--- src/rtl/nand_seq_pkg.sv ---
package nand_seq_pkg;
  localparam int TIME_W = 8;
  localparam logic [TIME_W-1:0] TIME_RST = 8'h0A;

  typedef enum logic [2:0] {
    PH_IDLE,
    PH_GAP,
    PH_SETUP,
    PH_WAIT,
    PH_HOLD
  } phase_e;

  localparam logic [1:0] KIND_DATA = 2'd0;
  localparam logic [1:0] KIND_CMD  = 2'd1;
  localparam logic [1:0] KIND_ADDR = 2'd2;

  typedef struct packed {
    logic [TIME_W-1:0] setup;
    logic [TIME_W-1:0] waitc;
    logic [TIME_W-1:0] hold;
    logic [TIME_W-1:0] hiz;
  } tset_t;

  function automatic logic is_data(input logic [1:0] k);
    return (k == KIND_DATA) || (k == 2'd3);
  endfunction

  function automatic logic [TIME_W-1:0] at_least_one(input logic [TIME_W-1:0] v);
    return (v == '0) ? TIME_W'(1) : v;
  endfunction
endpackage

--- src/rtl/nand_timing_regs.sv ---
module nand_timing_regs
  import nand_seq_pkg::*;
#(
  parameter int ADDR_W = 4,
  parameter int DLY_W  = 4
) (
  input  logic              clk,
  input  logic              rst,
  input  logic              cfg_we,
  input  logic [ADDR_W-1:0] cfg_addr,
  input  logic [TIME_W-1:0] cfg_wdata,
  output tset_t             dset,
  output tset_t             aset,
  output logic [DLY_W-1:0]  cle_gap,
  output logic [DLY_W-1:0]  ale_gap,
  output logic              wait_en,
  output logic              bus16
);
  always_ff @(posedge clk) begin
    if (rst) begin
      dset    <= '{setup: TIME_RST, waitc: TIME_RST, hold: TIME_RST, hiz: TIME_RST};
      aset    <= '{setup: TIME_RST, waitc: TIME_RST, hold: TIME_RST, hiz: TIME_RST};
      cle_gap <= '1;
      ale_gap <= '1;
      wait_en <= 1'b0;
      bus16   <= 1'b0;
    end else if (cfg_we) begin
      case (cfg_addr)
        ADDR_W'(0):  dset.setup <= cfg_wdata;
        ADDR_W'(1):  dset.waitc <= cfg_wdata;
        ADDR_W'(2):  dset.hold  <= cfg_wdata;
        ADDR_W'(3):  dset.hiz   <= cfg_wdata;
        ADDR_W'(4):  aset.setup <= cfg_wdata;
        ADDR_W'(5):  aset.waitc <= cfg_wdata;
        ADDR_W'(6):  aset.hold  <= cfg_wdata;
        ADDR_W'(7):  aset.hiz   <= cfg_wdata;
        ADDR_W'(8):  cle_gap    <= cfg_wdata[DLY_W-1:0];
        ADDR_W'(9):  ale_gap    <= cfg_wdata[DLY_W-1:0];
        ADDR_W'(10): begin
          wait_en <= cfg_wdata[0];
          bus16   <= cfg_wdata[1];
        end
        default: ;
      endcase
    end
  end
endmodule

--- src/rtl/nand_phase_fsm.sv ---
module nand_phase_fsm
  import nand_seq_pkg::*;
#(
  parameter int DLY_W  = 4,
  parameter int DATA_W = 16
) (
  input  logic              clk,
  input  logic              rst,
  input  logic              req,
  input  logic [1:0]        req_kind,
  input  logic              req_write,
  input  logic [DATA_W-1:0] req_data,
  input  tset_t             dset,
  input  tset_t             aset,
  input  logic [DLY_W-1:0]  cle_gap,
  input  logic [DLY_W-1:0]  ale_gap,
  input  logic              wait_en,
  input  logic              rb,
  output phase_e            st_nxt,
  output logic [1:0]        kind_nxt,
  output logic              write_nxt,
  output logic [TIME_W:0]   age_nxt,
  output logic [TIME_W-1:0] hiz_nxt,
  output logic [DATA_W-1:0] data_nxt,
  output logic              capture,
  output logic              finish
);
  localparam logic [TIME_W:0] AGE_MAX = '1;

  phase_e            st;
  logic [TIME_W-1:0] cnt, cnt_nxt;
  logic [1:0]        kind_q, last_q, last_nxt;
  logic              write_q;
  logic [TIME_W:0]   age_q;
  logic [DATA_W-1:0] data_q;
  tset_t             cur;

  function automatic tset_t pick(input logic [1:0] k, input tset_t d, input tset_t a);
    return is_data(k) ? d : a;
  endfunction

  always_comb begin
    st_nxt    = st;
    cnt_nxt   = cnt;
    kind_nxt  = kind_q;
    write_nxt = write_q;
    data_nxt  = data_q;
    last_nxt  = last_q;
    capture   = 1'b0;
    finish    = 1'b0;
    age_nxt   = (age_q == AGE_MAX) ? age_q : age_q + 1'b1;
    cur       = pick(kind_q, dset, aset);
    case (st)
      PH_IDLE: begin
        if (req) begin
          kind_nxt  = req_kind;
          write_nxt = req_write;
          data_nxt  = req_data;
          last_nxt  = req_kind;
          age_nxt   = '0;
          if (!req_write && is_data(req_kind) && !is_data(last_q)) begin
            st_nxt  = PH_GAP;
            cnt_nxt = (last_q == KIND_CMD) ? TIME_W'(cle_gap) : TIME_W'(ale_gap);
          end else begin
            st_nxt  = PH_SETUP;
            cnt_nxt = at_least_one(pick(req_kind, dset, aset).setup) - 1'b1;
          end
        end
      end
      PH_GAP: begin
        if (cnt == '0) begin
          st_nxt  = PH_SETUP;
          cnt_nxt = at_least_one(cur.setup) - 1'b1;
        end else cnt_nxt = cnt - 1'b1;
      end
      PH_SETUP: begin
        if (cnt == '0) begin
          st_nxt  = PH_WAIT;
          cnt_nxt = at_least_one(cur.waitc) - 1'b1;
        end else cnt_nxt = cnt - 1'b1;
      end
      PH_WAIT: begin
        if (wait_en && !rb) begin
          cnt_nxt = cnt;
        end else if (cnt == '0) begin
          st_nxt  = PH_HOLD;
          cnt_nxt = at_least_one(cur.hold) - 1'b1;
          capture = !write_q;
        end else cnt_nxt = cnt - 1'b1;
      end
      PH_HOLD: begin
        if (cnt == '0) begin
          st_nxt = PH_IDLE;
          finish = 1'b1;
        end else cnt_nxt = cnt - 1'b1;
      end
      default: st_nxt = PH_IDLE;
    endcase
    hiz_nxt = pick(kind_nxt, dset, aset).hiz;
  end

  always_ff @(posedge clk) begin
    if (rst) begin
      st      <= PH_IDLE;
      cnt     <= '0;
      kind_q  <= KIND_DATA;
      last_q  <= KIND_DATA;
      write_q <= 1'b0;
      age_q   <= '0;
      data_q  <= '0;
    end else begin
      st      <= st_nxt;
      cnt     <= cnt_nxt;
      kind_q  <= kind_nxt;
      last_q  <= last_nxt;
      write_q <= write_nxt;
      age_q   <= age_nxt;
      data_q  <= data_nxt;
    end
  end


  stretch_hold_chk: assert property (@(posedge clk) disable iff (rst)
    (st == PH_WAIT && wait_en && !rb) |=> (st == PH_WAIT));

  accept_chk: assert property (@(posedge clk) disable iff (rst)
    (st == PH_IDLE && req) |=> (st != PH_IDLE));

  setup_order_chk: assert property (@(posedge clk) disable iff (rst)
    (st == PH_SETUP) |=> (st == PH_SETUP || st == PH_WAIT));
endmodule

--- src/rtl/nand_strobe_gen.sv ---
module nand_strobe_gen
  import nand_seq_pkg::*;
#(
  parameter int DATA_W = 16
) (
  input  logic              clk,
  input  logic              rst,
  input  phase_e            st_nxt,
  input  logic [1:0]        kind_nxt,
  input  logic              write_nxt,
  input  logic [TIME_W:0]   age_nxt,
  input  logic [TIME_W-1:0] hiz_nxt,
  input  logic [DATA_W-1:0] data_nxt,
  input  logic              capture,
  input  logic              finish,
  input  logic              bus16,
  input  logic [DATA_W-1:0] dq_in,
  output logic              busy,
  output logic              done,
  output logic              nce,
  output logic              nwe,
  output logic              nre,
  output logic              cle,
  output logic              ale,
  output logic              dq_oe,
  output logic [DATA_W-1:0] dq_out,
  output logic [DATA_W-1:0] rd_data
);
  localparam int HALF = DATA_W / 2;

  logic active_n, in_wait;

  function automatic logic [DATA_W-1:0] lane_mask(input logic [DATA_W-1:0] v, input logic wide);
    return wide ? v : {{(DATA_W-HALF){1'b0}}, v[HALF-1:0]};
  endfunction

  always_comb begin
    active_n = (st_nxt != PH_IDLE);
    in_wait  = (st_nxt == PH_WAIT);
  end

  always_ff @(posedge clk) begin
    if (rst) begin
      busy    <= 1'b0;
      done    <= 1'b0;
      nce     <= 1'b1;
      nwe     <= 1'b1;
      nre     <= 1'b1;
      cle     <= 1'b0;
      ale     <= 1'b0;
      dq_oe   <= 1'b0;
      dq_out  <= '0;
      rd_data <= '0;
    end else begin
      busy   <= active_n;
      done   <= finish;
      nce    <= !active_n;
      nwe    <= !(in_wait && write_nxt);
      nre    <= !(in_wait && !write_nxt);
      cle    <= active_n && (kind_nxt == KIND_CMD);
      ale    <= active_n && (kind_nxt == KIND_ADDR);
      dq_oe  <= active_n && write_nxt && (age_nxt > {1'b0, hiz_nxt});
      dq_out <= lane_mask(data_nxt, bus16);
      if (capture) rd_data <= lane_mask(dq_in, bus16);
    end
  end


  wr_rd_excl_chk: assert property (@(posedge clk) disable iff (rst) !(!nwe && !nre));

  strobe_in_ce_chk: assert property (@(posedge clk) disable iff (rst) (!nwe || !nre) |-> !nce);

  done_pulse_chk: assert property (@(posedge clk) disable iff (rst) done |=> !done);

  oe_ce_chk: assert property (@(posedge clk) disable iff (rst) dq_oe |-> (!nce && nre));

  latch_excl_chk: assert property (@(posedge clk) disable iff (rst) !(cle && ale));
endmodule

--- src/rtl/nand_cycle_seq.sv ---
module nand_cycle_seq
  import nand_seq_pkg::*;
#(
  parameter int ADDR_W = 4,
  parameter int DLY_W  = 4,
  parameter int DATA_W = 16
) (
  input  logic              clk,
  input  logic              rst,
  input  logic              cfg_we,
  input  logic [ADDR_W-1:0] cfg_addr,
  input  logic [TIME_W-1:0] cfg_wdata,
  input  logic              req,
  input  logic [1:0]        req_kind,
  input  logic              req_write,
  input  logic [DATA_W-1:0] req_data,
  input  logic              rb,
  input  logic [DATA_W-1:0] dq_in,
  output logic              busy,
  output logic              done,
  output logic              nce,
  output logic              nwe,
  output logic              nre,
  output logic              cle,
  output logic              ale,
  output logic              dq_oe,
  output logic [DATA_W-1:0] dq_out,
  output logic [DATA_W-1:0] rd_data
);
  tset_t             dset, aset;
  logic [DLY_W-1:0]  cle_gap, ale_gap;
  logic              wait_en, bus16;
  phase_e            st_nxt;
  logic [1:0]        kind_nxt;
  logic              write_nxt, capture, finish;
  logic [TIME_W:0]   age_nxt;
  logic [TIME_W-1:0] hiz_nxt;
  logic [DATA_W-1:0] data_nxt;

  nand_timing_regs #(.ADDR_W(ADDR_W), .DLY_W(DLY_W)) u_regs (
    .clk(clk), .rst(rst), .cfg_we(cfg_we), .cfg_addr(cfg_addr), .cfg_wdata(cfg_wdata),
    .dset(dset), .aset(aset), .cle_gap(cle_gap), .ale_gap(ale_gap),
    .wait_en(wait_en), .bus16(bus16)
  );

  nand_phase_fsm #(.DLY_W(DLY_W), .DATA_W(DATA_W)) u_fsm (
    .clk(clk), .rst(rst), .req(req), .req_kind(req_kind), .req_write(req_write),
    .req_data(req_data), .dset(dset), .aset(aset), .cle_gap(cle_gap), .ale_gap(ale_gap),
    .wait_en(wait_en), .rb(rb), .st_nxt(st_nxt), .kind_nxt(kind_nxt),
    .write_nxt(write_nxt), .age_nxt(age_nxt), .hiz_nxt(hiz_nxt), .data_nxt(data_nxt),
    .capture(capture), .finish(finish)
  );

  nand_strobe_gen #(.DATA_W(DATA_W)) u_strobe (
    .clk(clk), .rst(rst), .st_nxt(st_nxt), .kind_nxt(kind_nxt), .write_nxt(write_nxt),
    .age_nxt(age_nxt), .hiz_nxt(hiz_nxt), .data_nxt(data_nxt), .capture(capture),
    .finish(finish), .bus16(bus16), .dq_in(dq_in), .busy(busy), .done(done),
    .nce(nce), .nwe(nwe), .nre(nre), .cle(cle), .ale(ale), .dq_oe(dq_oe),
    .dq_out(dq_out), .rd_data(rd_data)
  );
endmodule

--- config.mk ---
export PLATFORM = sky130hd
export DESIGN_NAME = nand_cycle_seq
export DESIGN_NICKNAME = d
export VERILOG_FILES = /design/src/rtl/nand_seq_pkg.sv /design/src/rtl/nand_timing_regs.sv /design/src/rtl/nand_phase_fsm.sv /design/src/rtl/nand_strobe_gen.sv /design/src/rtl/nand_cycle_seq.sv
export SDC_FILE = /design/constraint.sdc
export NUM_CORES = 1
export LEC_CHECK = 0
export BUFFER_PORTS_ARGS = -buffer_cell sky130_fd_sc_hd__buf_2
export CORE_ASPECT_RATIO = 1.75
export CORE_MARGIN = 4
export CORE_UTILIZATION = 30
export DETAILED_ROUTE_END_ITERATION = 8
export MAX_ROUTING_LAYER = met4
export PLACE_DENSITY = 0.56
export SLEW_MARGIN = 20
export SYNTH_ARGS = -nofsm -noshare
export SYNTH_HDL_FRONTEND = slang
export SYNTH_HIERARCHICAL = 1
export SYNTH_SLANG_ARGS = --single-unit
--- constraint.sdc ---
create_clock -name clk -period 2.9 [get_ports clk]
set_clock_uncertainty 0.1 [all_clocks]
set_input_delay 0.58 -clock clk [delete_from_list [all_inputs] [get_ports clk]]
set_output_delay 0.58 -clock clk [all_outputs]
set_load 0.01 [all_outputs]
======== Word-level counts from Yosys, hierarchy flattened ========
Cells that the tools add are included.
word-level totals
  memory bits (writable) .................. 0
  ROM bits ................................ 0
  bits of input ports ..................... 52
  output and inout bits ................... 40
  latch bits .............................. 0
  word-level logic and storage cells ...... 152
  flip-flop bits (word level) ............. 155
  memories ................................ 0
operators by class
  reductions and logical operators ........ 49
  add/sub/neg operators ................... 6
  magnitude comparators ................... 1
  multiply operators ...................... 0
  shift operators ......................... 0
  divide/modulo/power cells ............... 0
  muxes and demuxes ....................... 38
  bitwise logic cells ..................... 2
  equality and inequality tests ........... 26
operators with widths
  kind                                                                number
  8-bit two-way mux                                                   12
  32-bit two-way mux                                                  2
  16-bit two-way mux                                                  3
  8-bit logical NOT                                                   5
  8-bit case mux with 5 select lines                                  1
  8-bit by 1-bit subtractor with 8-bit output, second input constant  5
  9-bit two-way mux                                                   3
  2-bit AND reduction                                                 12
  3-bit two-way mux                                                   6
  4-bit by 3-bit == test with 1-bit output, second input constant     4
  3-bit case mux with 5 select lines                                  1
  4-bit == test, second input constant                                3
  2-bit == test, second input constant                                5
  9-bit by 1-bit adder with 9-bit output, second input constant       1
  3-bit by 2-bit == test with 1-bit output, second input constant     3
  9-bit == test, second input constant                                1
  9-bit by 8-bit > comparator with 1-bit output                       1
  1-bit logical AND                                                   9
  4-bit by 2-bit == test with 1-bit output, second input constant     2
  1-bit logical NOT                                                   8
  2-bit logical NOT                                                   4
  1-bit two-way mux                                                   6
  2-bit two-way mux                                                   3
  2-bit != test, second input constant                                3
  other kinds (13)                                                    19

======== Longest topological paths before layout ========
Gate-level depths: netlist (run 1).
  word-level depth ........................ 10
  mapped depth ............................ 12
  gate-level depth less buffers ........... 12

======== Cells and area by module ========
The synthesis (run 1) kept the hierarchy.
modules (own cells, without submodules)
  module            sequential area each (µm²)  area an instance (µm²)  cells each  instances
  nand_phase_fsm    820.8                       3672.3                  492         1
  nand_timing_regs  1481.4                      2919.0                  269         1
  nand_strobe_gen   800.8                       1497.7                  143         1

======== Worst setup path before layout (run 1) ========
Ideal clock, no wire load.
  kind .................................... reg-to-reg
  start point ............................. register, netlist name u_regs/aset[11]
  end point ............................... register u_fsm.cnt[6]
  arrival time ............................ 2.777 ns
  library setup time ...................... 0.117 ns
  period minus slack after synthesis ...... 2.993 ns
  required time ........................... 2.683 ns
  stages on the path, launching flop included .. 12
  path buffers ............................ 0
  path slack .............................. -0.093 ns
  path through ............................ dfxtp_1 or4_4 or4b_4 a21oi_1 a211oi_1 ha_1 nor3b_1 mux2i_1 o2111ai_1 a31oi_1 nand3_1 a22o_1
on the way
  longest elaborated chain between the ends .. 7
RTL lines
  item                                             line                   source
  32-bit two-way mux (*)                           nand_phase_fsm.sv:39   return is_data(k) ? d : a;
  8-bit logical NOT                                nand_seq_pkg.sv:29     return (v == '0) ? TIME_W'(1) : v;
  8-bit two-way mux (*)                            nand_seq_pkg.sv:29
  8-bit by 1-bit subtractor with 8-bit output (*)  nand_phase_fsm.sv:87   cnt_nxt = at_least_one(cur.hold) - 1'b1;
  8-bit two-way mux (*)                            nand_phase_fsm.sv:85   end else if (cnt == '0) begin
  8-bit two-way mux (*)                            nand_phase_fsm.sv:83   if (wait_en && !rb) begin
  8-bit case mux with 5 select lines (*)           nand_phase_fsm.sv:53   case (st)
  end signal: assignment                           nand_phase_fsm.sv:113  cnt <= cnt_nxt;
  end: declaration                                 nand_phase_fsm.sv:31   logic [TIME_W-1:0] cnt, cnt_nxt;
Mark *: on every way between the ends. The rest lies on a longest branch, timed or not. The select of a mux whose other input is x is not followed.
A chain may end at the register's enable or synchronous reset.

======== Worst setup path after layout (run 1) ========
  start point ............................. register, netlist name u_regs/aset[10]
  end point ............................... register u_fsm.cnt[4]
on the way
  longest elaborated chain between the ends .. 7
RTL lines
  item                                             line
  32-bit two-way mux (*)                           nand_phase_fsm.sv:39
  8-bit logical NOT                                nand_seq_pkg.sv:29
  8-bit two-way mux (*)                            nand_seq_pkg.sv:29
  8-bit by 1-bit subtractor with 8-bit output (*)  nand_phase_fsm.sv:87
  8-bit two-way mux (*)                            nand_phase_fsm.sv:85
  8-bit two-way mux (*)                            nand_phase_fsm.sv:83
  8-bit case mux with 5 select lines (*)           nand_phase_fsm.sv:53
Marks and branches as above.

==> results.sh, run 1 <==
export IMPL_synth_edff_count=0
export IMPL_cts_buffers_inserted=17
export IMPL_insertion_delay_ps=450
export IMPL_n_fill_cell=2657
export IMPL_total_power_mw=5.60
export IMPL_placed_cells=1331
export IMPL_synth_compound_area_share_pct=10.8
export IMPL_first_pass_iters=5
export IMPL_syn_nets=971
export IMPL_crit_fanout=3
export IMPL_avgRoutedWirePerCell_um=16.9
export IMPL_hpwl_um=17500
export IMPL_synth_seq_area_share_pct=38.4
export IMPL_track_usage_pct=16.2
export IMPL_vias=6861
export IMPL_grt_antenna_before_repair=0
export IMPL_syn_area_um2=8090
export IMPL_syn_area_per_cell_um2=8.95
export IMPL_synthArstFlopShare_pct=0
export IMPL_stdcell_count=1374
export IMPL_synth_top_family_by_area="simple AND/OR/NAND/NOR gates"
export IMPL_fmax_mhz=327
export IMPL_hold_viol=0
export IMPL_grt_pass1_vias=6980
export IMPL_path_clk_slew_ps=70
export IMPL_p_leak_nw=4.44
export IMPL_relSlewSlack_pct=56.0
export IMPL_path_class="flip-flop to flip-flop"
export IMPL_grt_remaining_overflow=0
export IMPL_place_ws_ps=-130
export IMPL_nets=1104
export IMPL_tightest_slew_ps=659
export IMPL_cts_num_sinks=155
export IMPL_drv_cap=0
export IMPL_die_w_um=132
export IMPL_p_int_mw=3.88
export IMPL_hp_class="primary input to flip-flop"
export IMPL_netlist_instances=904
export IMPL_cts_tree="done"
export IMPL_finalCritPeriodShare_pct=105
export IMPL_port_buffer_count=91
export IMPL_rows=79
export IMPL_seq_power_share_pct=40.8
export IMPL_switchingPower_mw=1.71
export IMPL_setup_violations_final=4
export IMPL_maxSlewViolCount=0
export IMPL_ant_nets=0
export IMPL_drc_errors=0
export IMPL_diodes=0
export IMPL_ys_types=78
export IMPL_vdd_ir_drop_max_v=0.000394
export IMPL_period_needed_ps=3060
export IMPL_synth_seq_cells=155
export IMPL_synth_xor_area_share_pct=3.77
export IMPL_cts_buffer_depth=2
export IMPL_grt_max_degree=55
export IMPL_core_area_um2=26600
export IMPL_place_congestion=0.903
export IMPL_cp_end_kind="flip-flop"
export IMPL_fp_dieH_um=225
export IMPL_synthMuxAreaShare_pct=15.9
export IMPL_htreeDepth=4
export IMPL_synth_ff_type="dfxtp_1"
export IMPL_rsz0062_at_grt="true"
export IMPL_startpoint_type="flip-flop"
export IMPL_power_density_nw_per_um2=563
export IMPL_wl_um=23200
export IMPL_grt_pass1_wl_um=37300
export IMPL_outcome="complete, but fails checks"
export IMPL_cts_root_buf="clkbuf_16"
export IMPL_dr_first_iter_drc_count=298
export IMPL_synth_adder_area_share_pct=2.32
export IMPL_synth_warnings=6
export IMPL_start_util_pct=30.4
export IMPL_syn2layout_area_growth_pct=22.9
export IMPL_yosys_area_share_simple_pct=25.2
export IMPL_arrival_ps=3280
export IMPL_pwr_share_comb_pct=19.4
export IMPL_worstPathRequired_ps=3120
export IMPL_drive_gt1_share_pct=24.0
export IMPL_dieArea_um2=29800
export IMPL_violations="negative setup slack"
export IMPL_io_pins=92
export IMPL_swShare_pct=30.6
export IMPL_tns_ps=-436
export IMPL_post_route_worst_setup_slack_ps=-158
export IMPL_clock_power_share_pct=39.8
export IMPL_vias_per_cell=4.99
==> cell usage in the layout (no fill, tap or decap), types with 4 or more instances in the layout <==
master | Yosys | final
a211oi_1 | 10 | 8
mux2i_1 | 116 | 115
or4_1 | 6 | 6
nand2_2 | 6 | 6
mux2_2 | 11 | 11
inv_1 | 13 | 13
a31oi_1 | 7 | 7
a21oi_1 | 43 | 42
nor3_1 | 29 | 28
o22ai_1 | 5 | 5
xor2_1 | 19 | 19
nand3b_1 | 6 | 6
dfxtp_1 | 155 | 153
nand2b_1 | 59 | 59
nand2_1 | 86 | 86
buf_4 | 4 | 74
nor3b_2 | 3 | 4
and2_1 | 17 | 17
o211ai_1 | 9 | 9
nor2_1 | 89 | 89
buf_2 | 15 | 90
nor3b_1 | 5 | 4
ha_1 | 15 | 14
clkbuf_16 | 0 | 17
nand3_1 | 10 | 10
o21ai_0 | 13 | 13
nor2b_1 | 27 | 27
nand4_1 | 4 | 4
xnor2_1 | 14 | 12
==> power by group through the flow <==
stage / Sequential [mW] / Combinational (mW) / Clock [mW]
floorplan: 2.32 / 0.681 / 0
global route: 2.30 / 1.19 / 2.37
detailed placement: 2.33 / 1.07 / 0
finish: 2.29 / 1.08 / 2.23
CTS: 2.29 / 1.08 / 2.28
global placement: 2.33 / 1.07 / 0
==> worst max-delay path, cell delays in order (launching register included) <==
cell and delay (ps):
dfxtp_2 320, or4_4 530, or4b_4 570, a21oi_4 170
a211oi_2 60, ha_2 200, nor3b_2 150, mux2i_2 200
buf_4 160, xnor2_2 90, nand2_1 60, a32oi_1 200
a311oi_1 110
==> path summary, 6_finish.rpt <==
check	from	end	slack, ps	cells after the start
worst min register to register	u_fsm/last_q[1]	u_fsm/last_q[1]	360	2
worst max register to register	u_regs/aset[10]	u_fsm/cnt[4]	-160	12
worst max-delay path	u_regs/aset[10]	u_fsm/cnt[4]	-160	12
worst min-delay path	dq_in[9]	u_strobe/rd_data[9]	260	3
==> cell type report <==
| class | instances | area [µm²] | area share [%] |
|---|---|---|---|
| Timing Repair Buffer | 165 | 1030 | 10.3 |
| Multi-Input combinational cell | 685 | 4770 | 48.0 |
| Clock inverter | 15 | 160 | 1.61 |
| Inverter | 13 | 48.8 | 0.491 |
| Tap cell | 324 | 405 | 4.08 |
| Sequential cell | 155 | 3110 | 31.2 |
| Clock buffer | 17 | 425 | 4.28 |
==> per-layer routing <==
metal	routed length, µm	GRT usage [%]
met3	767	3.13
met5	0	-
met2	12400	29.4
met1	9140	16.4
met4	907	8.38
==> synth_stat cells, types with 9 or more instances <==
| cell type | number | area share [%] |
|---|---|---|
| dfxtp_1 | 155 | 38 |
| mux2i_1 | 116 | 14 |
| nor2_1 | 89 | 4.1 |
| nand2_1 | 86 | 4.0 |
| nand2b_1 | 59 | 4.6 |
| a21oi_1 | 43 | 2.7 |
| nor3_1 | 29 | 1.8 |
| nor2b_1 | 27 | 2.1 |
| clkbuf_1 | 25 | 1.2 |
| xor2_1 | 19 | 2.1 |
| and2_1 | 17 | 1.3 |
| buf_2 | 15 | 0.93 |
| ha_1 | 15 | 2.3 |
| xnor2_1 | 14 | 1.5 |
| inv_1 | 13 | 0.60 |
| o21ai_0 | 13 | 0.80 |
| mux2_2 | 11 | 1.5 |
| a211oi_1 | 10 | 0.93 |
| nand3_1 | 10 | 0.62 |
| o211ai_1 | 9 | 0.84 |
==> cells by family after synthesis <==
| logic type | Yosys count |
|---|---|
| AND/OR/NAND/NOR | 380 |
| flip-flops | 155 |
| AO/OA/AOI/OAI | 129 |
| multiplexers | 127 |
| buffers and inverters | 64 |
| XOR/XNOR | 34 |
| adder cells (fa/ha/maj) | 15 |
==> per-stage QoR <==
step	cell area [µm²]	util [%]	hold WS [ps]
finish	9940	37.4	261
global route	9940	37.4	257
CTS	9910	37.3	246
detailed placement	9230	34.7	351
global placement	9230	34.7	345
floorplan	8100	-	336
==> registers in the layout, indices dropped and copies added, names as in the netlist, 2 cells and up <==
signal and cells:
u_fsm/kind_q 2, u_regs/aset 32, u_strobe/dq_out 16, u_fsm/age_q 9
u_regs/ale_gap 4, u_strobe/rd_data 16, u_fsm/data_q 16, u_fsm/st 3
u_regs/cle_gap 4, u_fsm/last_q 2, u_regs/dset 32, u_fsm/cnt 8
==> repair_timing <==
item	in CTS	in global routing
gates resized for setup	5	4
pin swaps	2	14
hold buffers	0	0
setup endpoints to repair	2	6
buffers inserted	9	2
(Power assumes the default switching activity.)
==> inputs of run 2 (changes only) <==
Clock period 2.9 ns to 2.6 ns, I/O delays scaled along.
==> run 2 against run 1 <==
Against the previous run:
- the run still ends with negative setup slack left
- non-clock buffer count increased by 41
- design area increased by 4.6%
- critical path depth decreased by 1
- critical path type unchanged
- largest cell class unchanged
==> results.sh, run 2 (synthesized netlist as in run 1, its figures left out) <==
export IMPL_seq_power_share_pct=39.4
export IMPL_vias=6997
export IMPL_port_buffer_count=91
export IMPL_outcome="complete, but fails checks"
export IMPL_htreeDepth=4
export IMPL_p_leak_nw=4.67
export IMPL_hold_viol=0
export IMPL_cp_end_kind="flip-flop"
export IMPL_wl_um=23500
export IMPL_drc_errors=0
export IMPL_layout_common_cells="151 x dfxtp_1, 113 x mux2i_1, 111 x buf_4"
export IMPL_place_congestion=0.878
export IMPL_setup_violations_final=5
export IMPL_clock_power_share_pct=40.1
export IMPL_rows=79
export IMPL_grt_max_degree=51
export IMPL_core_area_um2=26600
export IMPL_fp_dieH_um=225
export IMPL_grt_pass1_wl_um=37400
export IMPL_path_class="flip-flop to flip-flop"
export IMPL_startpoint_type="flip-flop"
export IMPL_power_density_nw_per_um2=621
export IMPL_dieArea_um2=29800
export IMPL_cts_num_sinks=155
export IMPL_syn2layout_area_growth_pct=28.6
export IMPL_switchingPower_mw=1.83
export IMPL_relSlewSlack_pct=58.1
export IMPL_finalCritPeriodShare_pct=114
export IMPL_grt_remaining_overflow=0
export IMPL_mostFrequentLayoutCell="dfxtp_1"
export IMPL_post_route_worst_setup_slack_ps=-371
export IMPL_grt_pass1_vias=7127
export IMPL_fmax_mhz=337
export IMPL_drive_gt1_share_pct=28.2
export IMPL_final_core_util_pct=39.1
export IMPL_die_w_um=132
export IMPL_insertion_delay_ps=440
export IMPL_cts_buffer_depth=2
export IMPL_violations="negative setup slack"
export IMPL_cts_root_buf="clkbuf_16"
export IMPL_cts_buffers_inserted=17
export IMPL_start_util_pct=30.4
export IMPL_avgRoutedWirePerCell_um=16.6
export IMPL_diodes=0
export IMPL_p_int_mw=4.63
export IMPL_path_clk_slew_ps=60
export IMPL_rsz0062_at_grt="true"
export IMPL_maxSlewViolCount=0
export IMPL_io_pins=92
export IMPL_drv_cap=0
export IMPL_first_pass_iters=4
export IMPL_period_needed_ps=2970
export IMPL_hp_class="primary input to flip-flop"
export IMPL_swShare_pct=28.3
export IMPL_vias_per_cell=4.95
export IMPL_ant_nets=0
export IMPL_arrival_ps=3200
export IMPL_nets=1145
export IMPL_worstPathRequired_ps=2830
export IMPL_stdcell_count=1414
export IMPL_vdd_ir_drop_max_v=0.000526
export IMPL_cts_tree="done"
export IMPL_pwr_share_comb_pct=20.5
export IMPL_dr_first_iter_drc_count=323
export IMPL_tightest_slew_ps=624
export IMPL_worstHoldPathCells=3
export IMPL_reg2reg_depth=11
export IMPL_crit_fanout=3
export IMPL_track_usage_pct=16.4
export IMPL_reg_largest_list="u_regs/aset x32, u_regs/dset x32"
export IMPL_grt_antenna_before_repair=0
export IMPL_placed_cells=1382
export IMPL_hpwl_um=18300
## run 2: cell types whose count changed in the layout (fill, tap and decap cells not counted), moves of 3 or more
cell / delta
buf_4: +37
buf_6: +3
mux2_2: -4
mux2_4: +4
## run 2: what timing repair did
item                       in CTS  in global routing
setup endpoints to repair       5                 17
setup buffers                   0                  1
hold buffers                    0                  0
gates resized for setup         4                 18
pin swaps                       7                  9
## run 2: final cells by class
cell class | instances | area (µm²)
clock buffer | 20 | 457
tap | 324 | 405
sequential | 155 | 3110
timing repair buffer | 206 | 1360
inverter | 13 | 48.8
clock inverter | 11 | 158
fill | 2690 | 16200
multi-input combinational | 685 | 4860
## run 2: path summary, 6_finish.rpt
kind	startpoint	slack, ps	end
max	u_regs/aset[11]	-370	u_fsm/cnt[6]
min	dq_in[8]	210	u_strobe/rd_data[8]
max reg2reg	u_regs/aset[11]	-370	u_fsm/cnt[6]
min reg2reg	u_fsm/last_q[1]	360	u_fsm/last_q[1]
## run 2: critical path: stages, from the launching register on
cell       delay (ps)
dfxtp_2           320
or4_4             530
or4b_4            560
a21oi_4           150
a211oi_2           70
ha_2              200
nor3b_2           160
mux2i_2           220
o2111ai_1         140
a31oi_1           150
nand3_1            90
a22o_1            180
## run 2: power by group through the flow
stage	clock network (mW)	registers, mW	logic, mW
6_report	2.59	2.54	1.33
5_1_grt	2.76	2.56	1.45
4_1_cts	2.66	2.54	1.32
3_5_place_dp	0	2.60	1.31
3_3_place_gp	0	2.59	1.30
2_1_floorplan	0	2.59	0.794
## run 2: stage by stage
| step | hold WS (ps) | instance area (µm²) | TNS, ps | setup WS (ps) | power (mW) |
|---|---|---|---|---|---|
| after floorplan | 336 | 8210 | -702 | -298 | 3.39 |
| after global placement | 345 | 9690 | -1230 | -387 | 3.89 |
| after detailed placement | 348 | 9690 | -1380 | -422 | 3.90 |
| after CTS | 185 | 10300 | -1120 | -388 | 6.52 |
| after global routing | 204 | 10400 | -2000 | -562 | 6.76 |
| final | 215 | 10400 | -1210 | -371 | 6.46 |
## run 2: routing by layer
layer,share of wire (%),vias up,global-route usage [%]
met4,4.4,0,8.21
met3,3.3,54,3.42
li1,-,3498,-
met5,0,-,-
met2,55,151,30.6
met1,38,3294,16.0
